`src/rtl/pinroute_pkg.sv`:
```
package pinroute_pkg;

    localparam int SEL_W = 3;

    typedef enum logic [SEL_W-1:0] {
        RES_NONE    = 3'b000,
        RES_RSVD    = 3'b001,
        RES_TMR0    = 3'b010,
        RES_TMR1    = 3'b011,
        RES_HI_RISE = 3'b100,
        RES_LO_RISE = 3'b101,
        RES_HI_FALL = 3'b110,
        RES_LO_FALL = 3'b111
    } res_sel_e;

    typedef enum logic [2:0] {
        TRK_RESET = 3'd0,
        TRK_FILL  = 3'd1,
        TRK_ARM   = 3'd2,
        TRK_LOW   = 3'd3,
        TRK_HIGH  = 3'd4
    } trk_state_e;

endpackage

```
`src/rtl/pin_sync.sv`:
```
module pin_sync #(
    parameter int WIDTH = 11
) (
    input  logic             clk,
    input  logic             rst_n,
    input  logic [WIDTH-1:0] d_async,
    output logic [WIDTH-1:0] q_sync
);

    logic [WIDTH-1:0] stage1_q;
    logic [WIDTH-1:0] stage2_q;

    always_ff @(posedge clk) begin
        if (!rst_n) begin
            stage1_q <= '0;
            stage2_q <= '0;
        end else begin
            stage1_q <= d_async;
            stage2_q <= stage1_q;
        end
    end

    assign q_sync = stage2_q;

endmodule

```
`src/rtl/pin_edge_fsm.sv`:
```
module pin_edge_fsm
    import pinroute_pkg::*;
(
    input  logic clk,
    input  logic rst_n,
    input  logic lvl,
    output logic rise,
    output logic fall
);

    trk_state_e state_q;
    trk_state_e state_d;

    // state register
    always_ff @(posedge clk) begin
        if (!rst_n) begin
            state_q <= TRK_RESET;
        end else begin
            state_q <= state_d;
        end
    end

    // next state: three settle states, then level tracking
    always_comb begin
        state_d = state_q;
        unique case (state_q)
            TRK_RESET: state_d = TRK_FILL;
            TRK_FILL:  state_d = TRK_ARM;
            TRK_ARM:   state_d = lvl ? TRK_HIGH : TRK_LOW;
            TRK_LOW:   state_d = lvl ? TRK_HIGH : TRK_LOW;
            TRK_HIGH:  state_d = lvl ? TRK_HIGH : TRK_LOW;
            default:   state_d = TRK_RESET;
        endcase
    end

    // outputs: strobes on the LOW->HIGH and HIGH->LOW transitions only
    always_comb begin
        rise = 1'b0;
        fall = 1'b0;
        unique case (state_q)
            TRK_LOW:  rise = lvl;
            TRK_HIGH: fall = !lvl;
            default: begin
                rise = 1'b0;
                fall = 1'b0;
            end
        endcase
    end

    // a rising strobe lasts one cycle
    a_r4_rise_single: assert property (@(posedge clk) disable iff (!rst_n)
        rise |=> !rise);

    // a falling strobe lasts one cycle
    a_r5_fall_single: assert property (@(posedge clk) disable iff (!rst_n)
        fall |=> !fall);

    // the first tracked state reflects the level, with no strobe on entry
    a_r8_arm_silent: assert property (@(posedge clk) disable iff (!rst_n)
        (state_q == TRK_ARM) |-> (!rise && !fall));

endmodule

```
`src/rtl/route_cfg_regs.sv`:
```
module route_cfg_regs
    import pinroute_pkg::*;
#(
    parameter int NUM_PINS = 11,
    parameter int IDX_W    = 4
) (
    input  logic                           clk,
    input  logic                           rst_n,
    input  logic                           cfg_we,
    input  logic [IDX_W-1:0]               cfg_idx,
    input  logic [SEL_W-1:0]               cfg_sel,
    input  logic                           cfg_dir,
    output logic [NUM_PINS-1:0][SEL_W-1:0] sel_q,
    output logic [NUM_PINS-1:0]            dir_q
);

    logic idx_ok;
    assign idx_ok = (int'(cfg_idx) < NUM_PINS);

    always_ff @(posedge clk) begin
        if (!rst_n) begin
            sel_q <= '0;
            dir_q <= '0;
        end else if (cfg_we && idx_ok) begin
            sel_q[cfg_idx] <= cfg_sel;
            dir_q[cfg_idx] <= cfg_dir;
        end
    end

    // out-of-range writes leave every field unchanged
    a_r9_oob_ignored: assert property (@(posedge clk) disable iff (!rst_n)
        (cfg_we && (int'(cfg_idx) >= NUM_PINS)) |=> ($stable(sel_q) && $stable(dir_q)));

endmodule

```
`src/rtl/route_merge.sv`:
```
module route_merge
    import pinroute_pkg::*;
#(
    parameter int                  NUM_PINS     = 11,
    parameter logic [NUM_PINS-1:0] IN_ONLY_MASK = 1
) (
    input  logic [NUM_PINS-1:0][SEL_W-1:0] sel,
    input  logic [NUM_PINS-1:0]            dir,
    input  logic [NUM_PINS-1:0]            lvl,
    input  logic [NUM_PINS-1:0]            rise,
    input  logic [NUM_PINS-1:0]            fall,
    output logic                           tmr0,
    output logic                           tmr1,
    output logic                           hi_d,
    output logic                           lo_d,
    output logic [NUM_PINS-1:0]            oe
);

    always_comb begin
        tmr0 = 1'b0;
        tmr1 = 1'b0;
        hi_d = 1'b0;
        lo_d = 1'b0;
        for (int i = 0; i < NUM_PINS; i++) begin
            case (res_sel_e'(sel[i]))
                RES_TMR0:    tmr0 = tmr0 | lvl[i];
                RES_TMR1:    tmr1 = tmr1 | lvl[i];
                RES_HI_RISE: hi_d = hi_d | rise[i];
                RES_LO_RISE: lo_d = lo_d | rise[i];
                RES_HI_FALL: hi_d = hi_d | fall[i];
                RES_LO_FALL: lo_d = lo_d | fall[i];
                default:     ;
            endcase
        end
    end

    for (genvar g = 0; g < NUM_PINS; g++) begin : g_oe
        if (IN_ONLY_MASK[g]) begin : g_in_only
            assign oe[g] = 1'b0;
        end else begin : g_bidir
            assign oe[g] = dir[g] & (sel[g][SEL_W-1:1] == '0);
        end
    end

endmodule

```
`src/rtl/pin_route_matrix.sv`:
```
module pin_route_matrix
    import pinroute_pkg::*;
#(
    parameter int                  NUM_PINS     = 11,
    parameter logic [NUM_PINS-1:0] IN_ONLY_MASK = 1,
    parameter int                  IDX_W        = $clog2(NUM_PINS)
) (
    input  logic                clk,
    input  logic                rst_n,
    input  logic [NUM_PINS-1:0] pin_in,
    input  logic                cfg_we,
    input  logic [IDX_W-1:0]    cfg_idx,
    input  logic [2:0]          cfg_sel,
    input  logic                cfg_dir,
    output logic                tmr0_in,
    output logic                tmr1_in,
    output logic                irq_hi,
    output logic                irq_lo,
    output logic [NUM_PINS-1:0] pin_oe
);

    localparam int BOOT_W = 2;

    logic [NUM_PINS-1:0]            lvl_sync;
    logic [NUM_PINS-1:0]            rise_s;
    logic [NUM_PINS-1:0]            fall_s;
    logic [NUM_PINS-1:0][SEL_W-1:0] sel_q;
    logic [NUM_PINS-1:0]            dir_q;
    logic                           hi_d;
    logic                           lo_d;
    logic                           irq_hi_q;
    logic                           irq_lo_q;
    logic [BOOT_W-1:0]              boot_cnt;

    pin_sync #(.WIDTH(NUM_PINS)) u_sync (
        .clk     (clk),
        .rst_n   (rst_n),
        .d_async (pin_in),
        .q_sync  (lvl_sync)
    );

    for (genvar g = 0; g < NUM_PINS; g++) begin : g_trk
        pin_edge_fsm u_trk (
            .clk   (clk),
            .rst_n (rst_n),
            .lvl   (lvl_sync[g]),
            .rise  (rise_s[g]),
            .fall  (fall_s[g])
        );
    end

    route_cfg_regs #(.NUM_PINS(NUM_PINS), .IDX_W(IDX_W)) u_regs (
        .clk     (clk),
        .rst_n   (rst_n),
        .cfg_we  (cfg_we),
        .cfg_idx (cfg_idx),
        .cfg_sel (cfg_sel),
        .cfg_dir (cfg_dir),
        .sel_q   (sel_q),
        .dir_q   (dir_q)
    );

    route_merge #(.NUM_PINS(NUM_PINS), .IN_ONLY_MASK(IN_ONLY_MASK)) u_merge (
        .sel  (sel_q),
        .dir  (dir_q),
        .lvl  (lvl_sync),
        .rise (rise_s),
        .fall (fall_s),
        .tmr0 (tmr0_in),
        .tmr1 (tmr1_in),
        .hi_d (hi_d),
        .lo_d (lo_d),
        .oe   (pin_oe)
    );

    always_ff @(posedge clk) begin
        if (!rst_n) begin
            irq_hi_q <= 1'b0;
            irq_lo_q <= 1'b0;
            boot_cnt <= '0;
        end else begin
            irq_hi_q <= hi_d;
            irq_lo_q <= lo_d;
            if (boot_cnt != '1) begin
                boot_cnt <= boot_cnt + 1'b1;
            end
        end
    end

    assign irq_hi = irq_hi_q;
    assign irq_lo = irq_lo_q;

    // no interrupt while the trackers are still settling
    a_r8_quiet_after_reset: assert property (@(posedge clk) disable iff (!rst_n)
        (boot_cnt != '1) |-> (!irq_hi && !irq_lo));

    // a timer input is high only if some synchronised pin level is high
    a_r3_timer_needs_level: assert property (@(posedge clk) disable iff (!rst_n)
        (tmr0_in || tmr1_in) |-> (|lvl_sync));

    // an interrupt pulse needs an edge strobe one cycle earlier
    a_r6_irq_from_edge: assert property (@(posedge clk) disable iff (!rst_n)
        (irq_hi || irq_lo) |-> $past(|(rise_s | fall_s)));

    // input-only pins never drive
    a_r7_input_only: assert property (@(posedge clk) disable iff (!rst_n)
        (pin_oe & IN_ONLY_MASK) == '0);

    // an enabled output implies the direction bit was written
    a_r7_oe_needs_dir: assert property (@(posedge clk) disable iff (!rst_n)
        (pin_oe & ~dir_q) == '0);

endmodule

```
`config.mk`:
```
export PLATFORM = sky130hd
export DESIGN_NAME = pin_route_matrix
export DESIGN_NICKNAME = d
export VERILOG_FILES = /design/src/rtl/pinroute_pkg.sv /design/src/rtl/pin_sync.sv /design/src/rtl/pin_edge_fsm.sv /design/src/rtl/route_cfg_regs.sv /design/src/rtl/route_merge.sv /design/src/rtl/pin_route_matrix.sv
export SDC_FILE = /design/constraint.sdc
export NUM_CORES = 1
export LEC_CHECK = 0
export ABC_CLOCK_PERIOD_IN_PS = 1850
export BUFFER_PORTS_ARGS = -buffer_cell sky130_fd_sc_hd__buf_4
export CAP_MARGIN = 10
export CELL_PAD_IN_SITES_DETAIL_PLACEMENT = 2
export CELL_PAD_IN_SITES_GLOBAL_PLACEMENT = 2
export CORE_ASPECT_RATIO = 0.8
export CORE_UTILIZATION = 37
export DETAILED_ROUTE_END_ITERATION = 8
export HOLD_SLACK_MARGIN = 0.02
export PLACE_DENSITY_LB_ADDON = 0.3
export REMOVE_ABC_BUFFERS = 1
export SYNTH_ARGS = -nofsm -noshare
export SYNTH_HDL_FRONTEND = slang
export SYNTH_SLANG_ARGS = --single-unit
```
`constraint.sdc`:
```
create_clock -name clk -period 1.85 [get_ports clk]
set_input_delay 0.37 -clock clk [delete_from_list [all_inputs] [get_ports clk]]
set_output_delay 0.37 -clock clk [all_outputs]
set_load 0.02 [all_outputs]
```
==> results of run 1 <==
through the flow:
stage                     util [%]  setup WS (ns)  power, mW  setup TNS [ns]
after global placement        43.6          0.103       2.88               0
after global routing          48.6         -0.335       5.30          -0.403
after CTS                     47.7         -0.235       5.13          -0.268
after floorplan                  -          0.231       2.70               0
final                         48.6         -0.291       5.11          -0.325
after detailed placement      43.6         0.0836       2.93               0
placed cells by master, fill, tap and decap left out, drive strengths merged, types with 9 or more instances in the layout:
| cell type | count |
|---|---|
| nand3b | 10 |
| mux2i | 41 |
| o21a | 12 |
| and2 | 23 |
| nand2b | 22 |
| a21oi | 45 |
| nor2b | 53 |
| dfxtp | 100 |
| nor2 | 41 |
| nand2 | 39 |
| clkbuf | 9 |
| nor3b | 14 |
| nor3 | 20 |
| buf | 66 |
synthesized netlist by cell type, drive strengths merged (3+ instances only):
cell and count:
and2 23, nand3b 10, nor2b 53, nor2 41, buf 3, nor3b 14, nand4 5, or2 8
nor3 20, a21boi 3, a21oi 45, mux2i 41, nand2 39, nand2b 22, nand4b 7, nand3 7
o22ai 3, nor4 4, dfxtp 100, clkbuf 20, o21a 12, o21ai 3, or3b 7, inv 6
final timing paths:
check                           slack, ns                       from                 end  depth (start not counted)
worst max-delay path                -0.29           u_regs.sel_q[19]             tmr1_in                          6
worst min-delay path                 0.22                  pin_in[9]  u_sync.stage1_q[9]                          2
worst max register to register       0.09  g_trk[1].u_trk.state_q[2]              irq_hi                          5
worst min register to register       0.44        u_sync.stage1_q[10]   u_sync.q_sync[10]                          1
per-layer routing:
layer  GRT usage [%]  wire (µm)  vias to the layer above  share of wire (%)
met3            3.91        478                       19                3.1
met2            43.9       7790                       82                 51
met4            9.64        245                        0                1.6
met1            28.9       6670                     2017                 44
li1                -          -                     1917                  -
met5               0          0                        -                  0
kinds of logic after synthesis:
family / count (synthesis) / share of synthesized area, %
flops: 100 / 43.7
buf+inv: 29 / 2.48
other cells: 1 / 0.0818
compound gates: 82 / 11.4
mux: 41 / 8.96
simple gates: 268 / 33.4
what timing repair did:
item,in CTS,in global routing
gates resized for setup,43,21
buffers inserted,2,6
setup endpoints to repair,2,3
cloned,0,0
pin swaps,7,9
flip-flops by register name, summed over array words and instances (netlist names):
register	cells
u_regs.sel_q	33
u_sync.q_sync	11
irq_lo	1
u_regs.dir_q	10
irq_hi	1
g_trk.u_trk.state_q	33
u_sync.stage1_q	11
area by class of cell:
cell class                      instances  area [µm²]
Clock inverter                          7         115
Clock buffer                            9         225
Timing Repair Buffer                   66         551
Fill cell                            1247        6060
Tap cell                              148         185
Inverter                                6        22.5
Sequential cell                       100        2040
Multi-Input combinational cell        392        2590
power by group:
| group | total [mW] | internal [mW] | switching [mW] |
|---|---|---|---|
| logic | 0.556 | 0.251 | 0.305 |
| clock network | 2.19 | 1.32 | 0.873 |
| registers | 2.37 | 2.26 | 0.106 |
| total | 5.11 | 3.83 | 1.28 |
critical path, cell delays in order (launching register included):
cell and delay (ns):
dfxtp_2 0.34, nand2_4 0.09, nor2_4 0.04, a22o_1 0.22, a2111oi_2 0.33, nand3_1 0.21
buf_6 0.18
==> flow_summary_export.csv, run 1 <==
group,metric,value,unit
run_status,status,"complete, but fails checks",
run_status,violations,"negative setup slack",
floorplan,initial_utilization,38.9,%
global_route,overflow,0,
sta,drv_slew,0,
power,cellPowerDensity,893,nW/µm²
sta,setup_viol,2,
sta,hold_slack,0.217,ns
sta,grt_setup_unrepaired,"yes",
placement,placed_area,5140,µm²
critical_path,worstPathArrival,1.77,ns
sta,fmax,0.467,GHz
synth,ys_seq_elements,100,
clocking,cts_buffers,9,
clocking,cts_tree,"built",
sta,period_share,116,%
synth,synthTopCellsByArea,"dfxtp_1, mux2i_1, nor2b_1, a21oi_1, nor2_1",
synth,yosysTopAreaCell,"dfxtp_1",
floorplan,fp.coreArea,11800,µm²
placement,dpl.cell_count,704,
detailed_routing,wire_per_inst,20.9,µm
power,p_leak,2.23,nW
synth,synthArstFlopShare,0,%
sta,setup_ws,-0.291,ns
synth,netlist.area_leader.share,43.7,%
synth,synth_cells,521,
floorplan,row_count,35,
global_route,grt_max_degree,40,
critical_path,criticalPathCategory,"flop to output pin",
synth,synth_edf_count,0,
floorplan,fp.dieW,126,µm
detailed_routing,avgViaCountPerCell,5.54,
cells_and_area,layout.cells.non_filler,728,
cells_and_area,n_antenna_cell,0,
synth,ys_warn_count,0,
placement,portBuffers,35,
cells_and_area,area_delta_synth_final,24.9,%
synth,synth.avg_cell_area,8.79,µm²
worst_hold_path,min_path_type,"input port to flop",
detailed_routing,route.detailed.drc,0,
critical_path,crit_path_start_kind,"flop",
cells_and_area,final_layout_size_suffix_gt1_share,25.2,%
global_route,grt_util_all_layers,24.2,%
clocking,cts_htree_levels,3,
synth,netlist_area,4580,µm²
cells_and_area,finalNetCount,597,
clocking,clock-root-buffer,"clkbuf_16",
critical_path,path_max_fanout,2,
detailed_routing,vias,4035,
clocking,clk_path_buf_depth,2,
floorplan,ios,37,
sta,fin_worst_skew,0.00640,ns
detailed_routing,wl,15200,µm
synth,synth-seq-area-share,43.7,%
power,vdd_drop_max,0.446,mV
clocking,clock_sinks,100,
detailed_routing,dr.pass1.iters,4,
critical_path,required,1.48,ns
detailed_routing,drtIter0Drc,134,
sta,hold_viol_final,0,
floorplan,die_area,12800,µm²
synth,ys_types,49,
detailed_routing,ant_nets,0,
sta,tightest_slew,0.551,ns
global_route,grt_pass1_wl,23700,µm
global_route,antenna_found_initial,0,
cells_and_area,final_cell_area,5720,µm²
global_route,first_global_vias,4430,
synth,synth-main-ff-cell,"dfxtp_1",
sta,slew_headroom,62.9,%
placement,gp_congestion,0.787,
sta,period_minus_slack,2.14,ns
clocking,ctsHoldBuffers,0,
critical_path,critPathCaptureType,"output pin",
clocking,clock_latency,0.36,ns
floorplan,die_y,102,µm
run,maxCapViolCount,0,
placement,dp_hpwl,9870,µm
clocking,path_clk_slew,0.07,ns
Note: power is estimated with default switching activity, not from simulation.
==> inputs of run 2 (changes only) <==
--- a/config.mk
+++ b/config.mk
@@ -20,2 +20,3 @@
 export SYNTH_HDL_FRONTEND = slang
+export SYNTH_HIERARCHICAL = 1
 export SYNTH_SLANG_ARGS = --single-unit
==> constraint.sdc (replaced) <==
create_clock -name clk -period 1.85 [get_ports clk]
set_input_delay 0.185 -clock clk [delete_from_list [all_inputs] [get_ports clk]]
set_output_delay 0.185 -clock clk [all_outputs]
set_load 0.02 [all_outputs]
==> run 2 against run 1 <==
  * The flow now finishes without violations
  * Wire length decreased by 15%
  * Largest power group unchanged
  * Clock power decreased by 11%
  * Global-route usage decreased by 3.3 points
==> flow_summary_export.csv, run 2 <==
group,metric,value,unit
run_status,status,"finished clean",
clocking,clk_path_buf_depth,2,
floorplan,row_count,36,
cells_and_area,area_delta_synth_final,18.0,%
sta,tightest_slew,0.547,ns
global_route,overflow,0,
clocking,cts_htree_levels,3,
floorplan,initial_utilization,37.9,%
critical_path,path_max_fanout,4,
global_route,grt_util_all_layers,20.9,%
detailed_routing,route.detailed.drc,0,
global_route,antenna_found_initial,0,
worst_hold_path,min_to,"u_sync/stage1_q[6]",
worst_hold_path,hp-start,"pin_in[6]",
detailed_routing,ant_nets,0,
critical_path,worstPathArrival,1.66,ns
global_route,first_global_vias,3944,
detailed_routing,route.met3.wl,281,µm
sta,slew_headroom,63.4,%
floorplan,fp.coreArea,12200,µm²
clocking,clock_sinks,100,
detailed_routing,wl,12900,µm
detailed_routing,avgViaCountPerCell,5.33,
sta,fin_worst_skew,0.00834,ns
worst_hold_path,hold_depth,2,
floorplan,die_area,12900,µm²
global_route,grt_max_degree,37,
critical_path,critPathCaptureType,"output pin",
sta,period_share,99.8,%
sta,fmax,0.542,GHz
power,cellPowerDensity,900,nW/µm²
sta,hold_viol_final,0,
critical_path,worstRegToRegCells,7,
cells_and_area,finalNetCount,558,
run,maxCapViolCount,0,
floorplan,ios,37,
clocking,clock-root-buffer,"clkbuf_16",
detailed_routing,drtIter0Drc,150,
detailed_routing,wire_per_inst,18.6,µm
cells_and_area,final_layout_size_suffix_gt1_share,25.3,%
detailed_routing,top_layer_used,"met4",
clocking,clock_latency,0.34,ns
cells_and_area,reg_top3,"g_trk.u_trk/state_q x33, u_regs/sel_q x33",
cells_and_area,mostFrequentLayoutCells,"dfxtp_1, nand2_1, mux2i_1",
cells_and_area,final_cell_area,5440,µm²
clocking,cts_tree,"built",
placement,gp_congestion,0.793,
synth,ys_warn_count,6,
detailed_routing,vias,3694,
floorplan,fp.dieW,127,µm
placement,dp_hpwl,9240,µm
power,vdd_drop_max,0.440,mV
critical_path,r2r_slack,0.02,ns
sta,setup_viol,0,
placement,placed_area,5030,µm²
placement,portBuffers,35,
power,p_leak,2.16,nW
detailed_routing,wl_met1,5710,µm
sta,period_minus_slack,1.85,ns
placement,dpl.cell_count,677,
cells_and_area,layout.cells.non_filler,693,
synth,synth_cells,499,
critical_path,r2r-end,"irq_hi",
global_route,grt_pass1_wl,20700,µm
clocking,ctsHoldBuffers,0,
critical_path,reg2reg_from,"u_sync/q_sync[0]",
worst_hold_path,min_path_type,"input port to flop",
cells_and_area,final_common_cell,"dfxtp_1",
critical_path,criticalPathCategory,"flop to output pin",
critical_path,crit_path_start_kind,"flop",
sta,grt_setup_unrepaired,"yes",
clocking,path_clk_slew,0.07,ns
critical_path,required,1.66,ns
detailed_routing,met2_length,6760,µm
sta,drv_slew,0,
cells_and_area,n_antenna_cell,0,
floorplan,die_y,102,µm
clocking,cts_buffers,9,
synth,synth.avg_cell_area,9.24,µm²
synth,netlist_area,4610,µm²
detailed_routing,dr.pass1.iters,4,
## run 2: worst max-delay path by stage
stage	start	to	slack [ns]	depth (start not counted)
2_1_floorplan	g_trk[9].u_trk/state_q[1]	irq_hi	0.20	7
3_3_place_gp	g_trk[5].u_trk/state_q[1]	irq_hi	-0.02	7
3_5_place_dp	u_sync/q_sync[5]	irq_hi	-0.01	7
4_1_cts	g_trk[3].u_trk/state_q[1]	irq_hi	0.001	7
5_1_grt	g_trk[1].u_trk/state_q[1]	irq_hi	-0.09	7
6_report	u_regs/sel_q[25]	tmr0_in	0.004	5
## run 2: final cells by class
type / count / area [µm²]
sequential: 100 / 2030
timing repair buffer: 42 / 315
clock buffer: 10 / 239
clock inverter: 6 / 71.3
fill: 1292 / 6720
inverter: 5 / 18.8
tap: 152 / 190
multi-input combinational: 378 / 2580
## run 2: where the power goes
group          switching (mW)  total [mW]  internal, mW
sequential              0.142        2.41          2.27
clock                   0.846        1.94          1.10
combinational           0.276       0.550         0.274
total                    1.26        4.90          3.63
## run 2: worst max-delay path, cell delays in order (launching register included)
cell	delay, ns
dfxtp_2	0.34
nand3b_1	0.13
o32ai_1	0.12
nor4_2	0.36
o311ai_2	0.17
buf_4	0.19
## run 2: what timing repair did
action,CTS,global route
buffers inserted,0,0
pin swaps,4,1
endpoints found under the setup margin,3,4
gates resized for setup,12,22
## run 2: layer usage
metal | vias to the layer above | track usage, %
met5 | - | 0
li1 | 1797 | -
met3 | 12 | 4.50
met4 | 0 | 5.59
met2 | 42 | 39.1
met1 | 1843 | 24.4
## run 2: per-stage QoR
| stage | hold slack [ns] | TNS [ns] | setup WS [ns] | util [%] | total power [mW] |
|---|---|---|---|---|---|
| floorplan | 0.303 | 0 | 0.196 | - | 2.78 |
| detailed placement | 0.402 | -0.0122 | -0.0122 | 41.4 | 3.00 |
| finish | 0.0467 | 0 | 0.00427 | 44.8 | 4.90 |
| global placement | 0.397 | -0.0154 | -0.0154 | 41.4 | 2.94 |
| global route | 0.0376 | -0.177 | -0.0859 | 44.8 | 5.13 |
| CTS | 0.0347 | 0 | 0.00128 | 44.2 | 4.97 |
==> inputs of run 3 (changes only) <==
Settings changed: GPL_ROUTABILITY_DRIVEN set to 0, HOLD_SLACK_MARGIN 0.02 to 0.15, MAX_ROUTING_LAYER set to met4.
==> run 3 against run 2 <==
  * The flow now finishes with violations (negative setup slack)
  * Global-route usage grew 1.0 points
  * Register-to-register slack about the same
  * Design area rose by 2.3%
  * Sequential share of layout area is 0.85 points lower
  * Final cell count is 1.6% higher
  * Via count rose by 1.0%
  * Sequential power about the same
  * Utilization up 1.0 points
  * Critical endpoint unchanged
  * Largest cell class unchanged
==> flow_summary_export.csv, run 3 (synthesis gave the netlist of run 2 again) <==
group,metric,value,unit
cells_and_area,area_delta_synth_final,20.8,%
run,maxCapViolCount,0,
critical_path,r2r_slack,0.01,ns
global_route,antenna_found_initial,0,
critical_path,worstPathArrival,1.68,ns
global_route,overflow,0,
detailed_routing,wl_met1,5760,µm
detailed_routing,route.detailed.drc,0,
clocking,clk_path_buf_depth,2,
floorplan,die_y,102,µm
detailed_routing,wl,13100,µm
placement,portBuffers,35,
detailed_routing,route.met3.wl,305,µm
cells_and_area,final_layout_size_suffix_gt1_share,25.0,%
clocking,cts_tree,"built",
detailed_routing,drtIter0Drc,165,
cells_and_area,n_antenna_cell,0,
clocking,clock_latency,0.35,ns
sta,fin_worst_skew,0.0129,ns
critical_path,path_max_fanout,2,
clocking,clock_sinks,100,
run_status,violations,"negative setup slack",
cells_and_area,finalNetCount,569,
run_status,status,"complete, but fails checks",
cells_and_area,layout.cells.non_filler,704,
floorplan,fp.coreArea,12200,µm²
critical_path,criticalPathCategory,"flop to output pin",
power,p_total,4.93,mW
sta,hold_viol_final,0,
detailed_routing,ant_nets,0,
clocking,cts_htree_levels,3,
detailed_routing,wire_per_inst,18.6,µm
cells_and_area,reg_top3,"g_trk.u_trk/state_q x33, u_regs/sel_q x33",
sta,slew_headroom,62.6,%
detailed_routing,dr.pass1.iters,4,
sta,drv_slew,0,
floorplan,initial_utilization,37.9,%
cells_and_area,mostFrequentLayoutCells,"dfxtp_1, nand2_1, mux2i_1",
floorplan,ios,37,
power,p_leak,2.21,nW
critical_path,critPathCaptureType,"output pin",
detailed_routing,top_layer_used,"met4",
clocking,post-cts-setup-buffer-count,0,
cells_and_area,final_common_cell,"dfxtp_1",
critical_path,required,1.66,ns
clocking,clock-root-buffer,"clkbuf_16",
power,cellPowerDensity,885,nW/µm²
floorplan,die_area,12900,µm²
sta,grt_setup_unrepaired,"yes",
clocking,path_clk_slew,0.07,ns
global_route,grt_util_all_layers,21.9,%
sta,tightest_slew,0.560,ns
worst_hold_path,min_path_type,"input port to flop",
clocking,cts_buffers,9,
detailed_routing,met2_length,6860,µm
detailed_routing,avgViaCountPerCell,5.30,
detailed_routing,vias,3731,
placement,dp_hpwl,9240,µm
floorplan,fp.dieW,127,µm
floorplan,row_count,36,
global_route,first_global_vias,3993,
global_route,grt_max_degree,37,
power,vdd_drop_max,0.445,mV
global_route,grt_pass1_wl,21000,µm
critical_path,crit_path_start_kind,"flop",
sta,setup_viol,1,
sta,period_minus_slack,1.86,ns
cells_and_area,n_fill_cell,1273,
sta,fmax,0.538,GHz
placement,dpl.cell_count,677,
sta,setup_ws,-0.0104,ns
sta,period_share,101,%
==> run 3: worst max-delay path: stages, from the launching register on <==
cell	delay, ns
dfxtp_2	0.34
nand3b_1	0.18
o32ai_2	0.12
nor4_2	0.33
o311ai_2	0.17
buf_4	0.19
==> run 3: layout make-up <==
class | instances | area (µm²) | area share (%)
timing repair buffer | 53 | 425 | 7.64
multi-input combinational | 378 | 2600 | 46.6
sequential | 100 | 2030 | 36.4
tap | 152 | 190 | 3.41
clock inverter | 6 | 71.3 | 1.28
inverter | 5 | 18.8 | 0.337
clock buffer | 10 | 239 | 4.29
==> run 3: what timing repair did <==
item / 4_1_cts / 5_1_grt
resized for setup: 12 / 24
setup endpoints to repair: 3 / 4
hold buffers: 11 / 0
pin swaps: 4 / 1
hold endpoints to repair: 11 / 0
==> run 3: worst paths after layout <==
check                                  from                   endpoint  depth (start not counted)
setup reg to reg  g_trk[1].u_trk/state_q[1]                     irq_hi                          7
setup / recovery            u_regs/sel_q[8]                    tmr0_in                          5
hold reg to reg          u_sync/stage1_q[7]           u_sync/q_sync[7]                          1
hold / removal                        rst_n  g_trk[1].u_trk/state_q[0]                          2
==> run 3: power by group <==
part / switching (mW) / leakage, nW / internal (mW)
logic: 0.281 / 1.24 / 0.289
registers: 0.142 / 0.827 / 2.26
clock network: 0.857 / 0.145 / 1.10
total: 1.28 / 2.21 / 3.65
==> run 3: metal layers <==
metal  up-vias  track usage [%]
met2        43             39.8
met4         0             5.95
met5         -                -
met3        11             4.61
li1       1820                -
met1      1857             24.6
==> run 3: stage by stage <==
step	hold slack (ns)	setup WS (ns)	instance area (µm²)	util, %	TNS, ns
2_1_floorplan	0.303	0.196	4520	-	0
3_5_place_dp	0.402	-0.0122	5030	41.4	-0.0122
5_1_grt	0.222	-0.0788	5570	45.8	-0.170
3_3_place_gp	0.397	-0.0154	5030	41.4	-0.0154
4_1_cts	0.215	0.00128	5490	45.2	0
6_report	0.213	-0.0104	5570	45.8	-0.0104
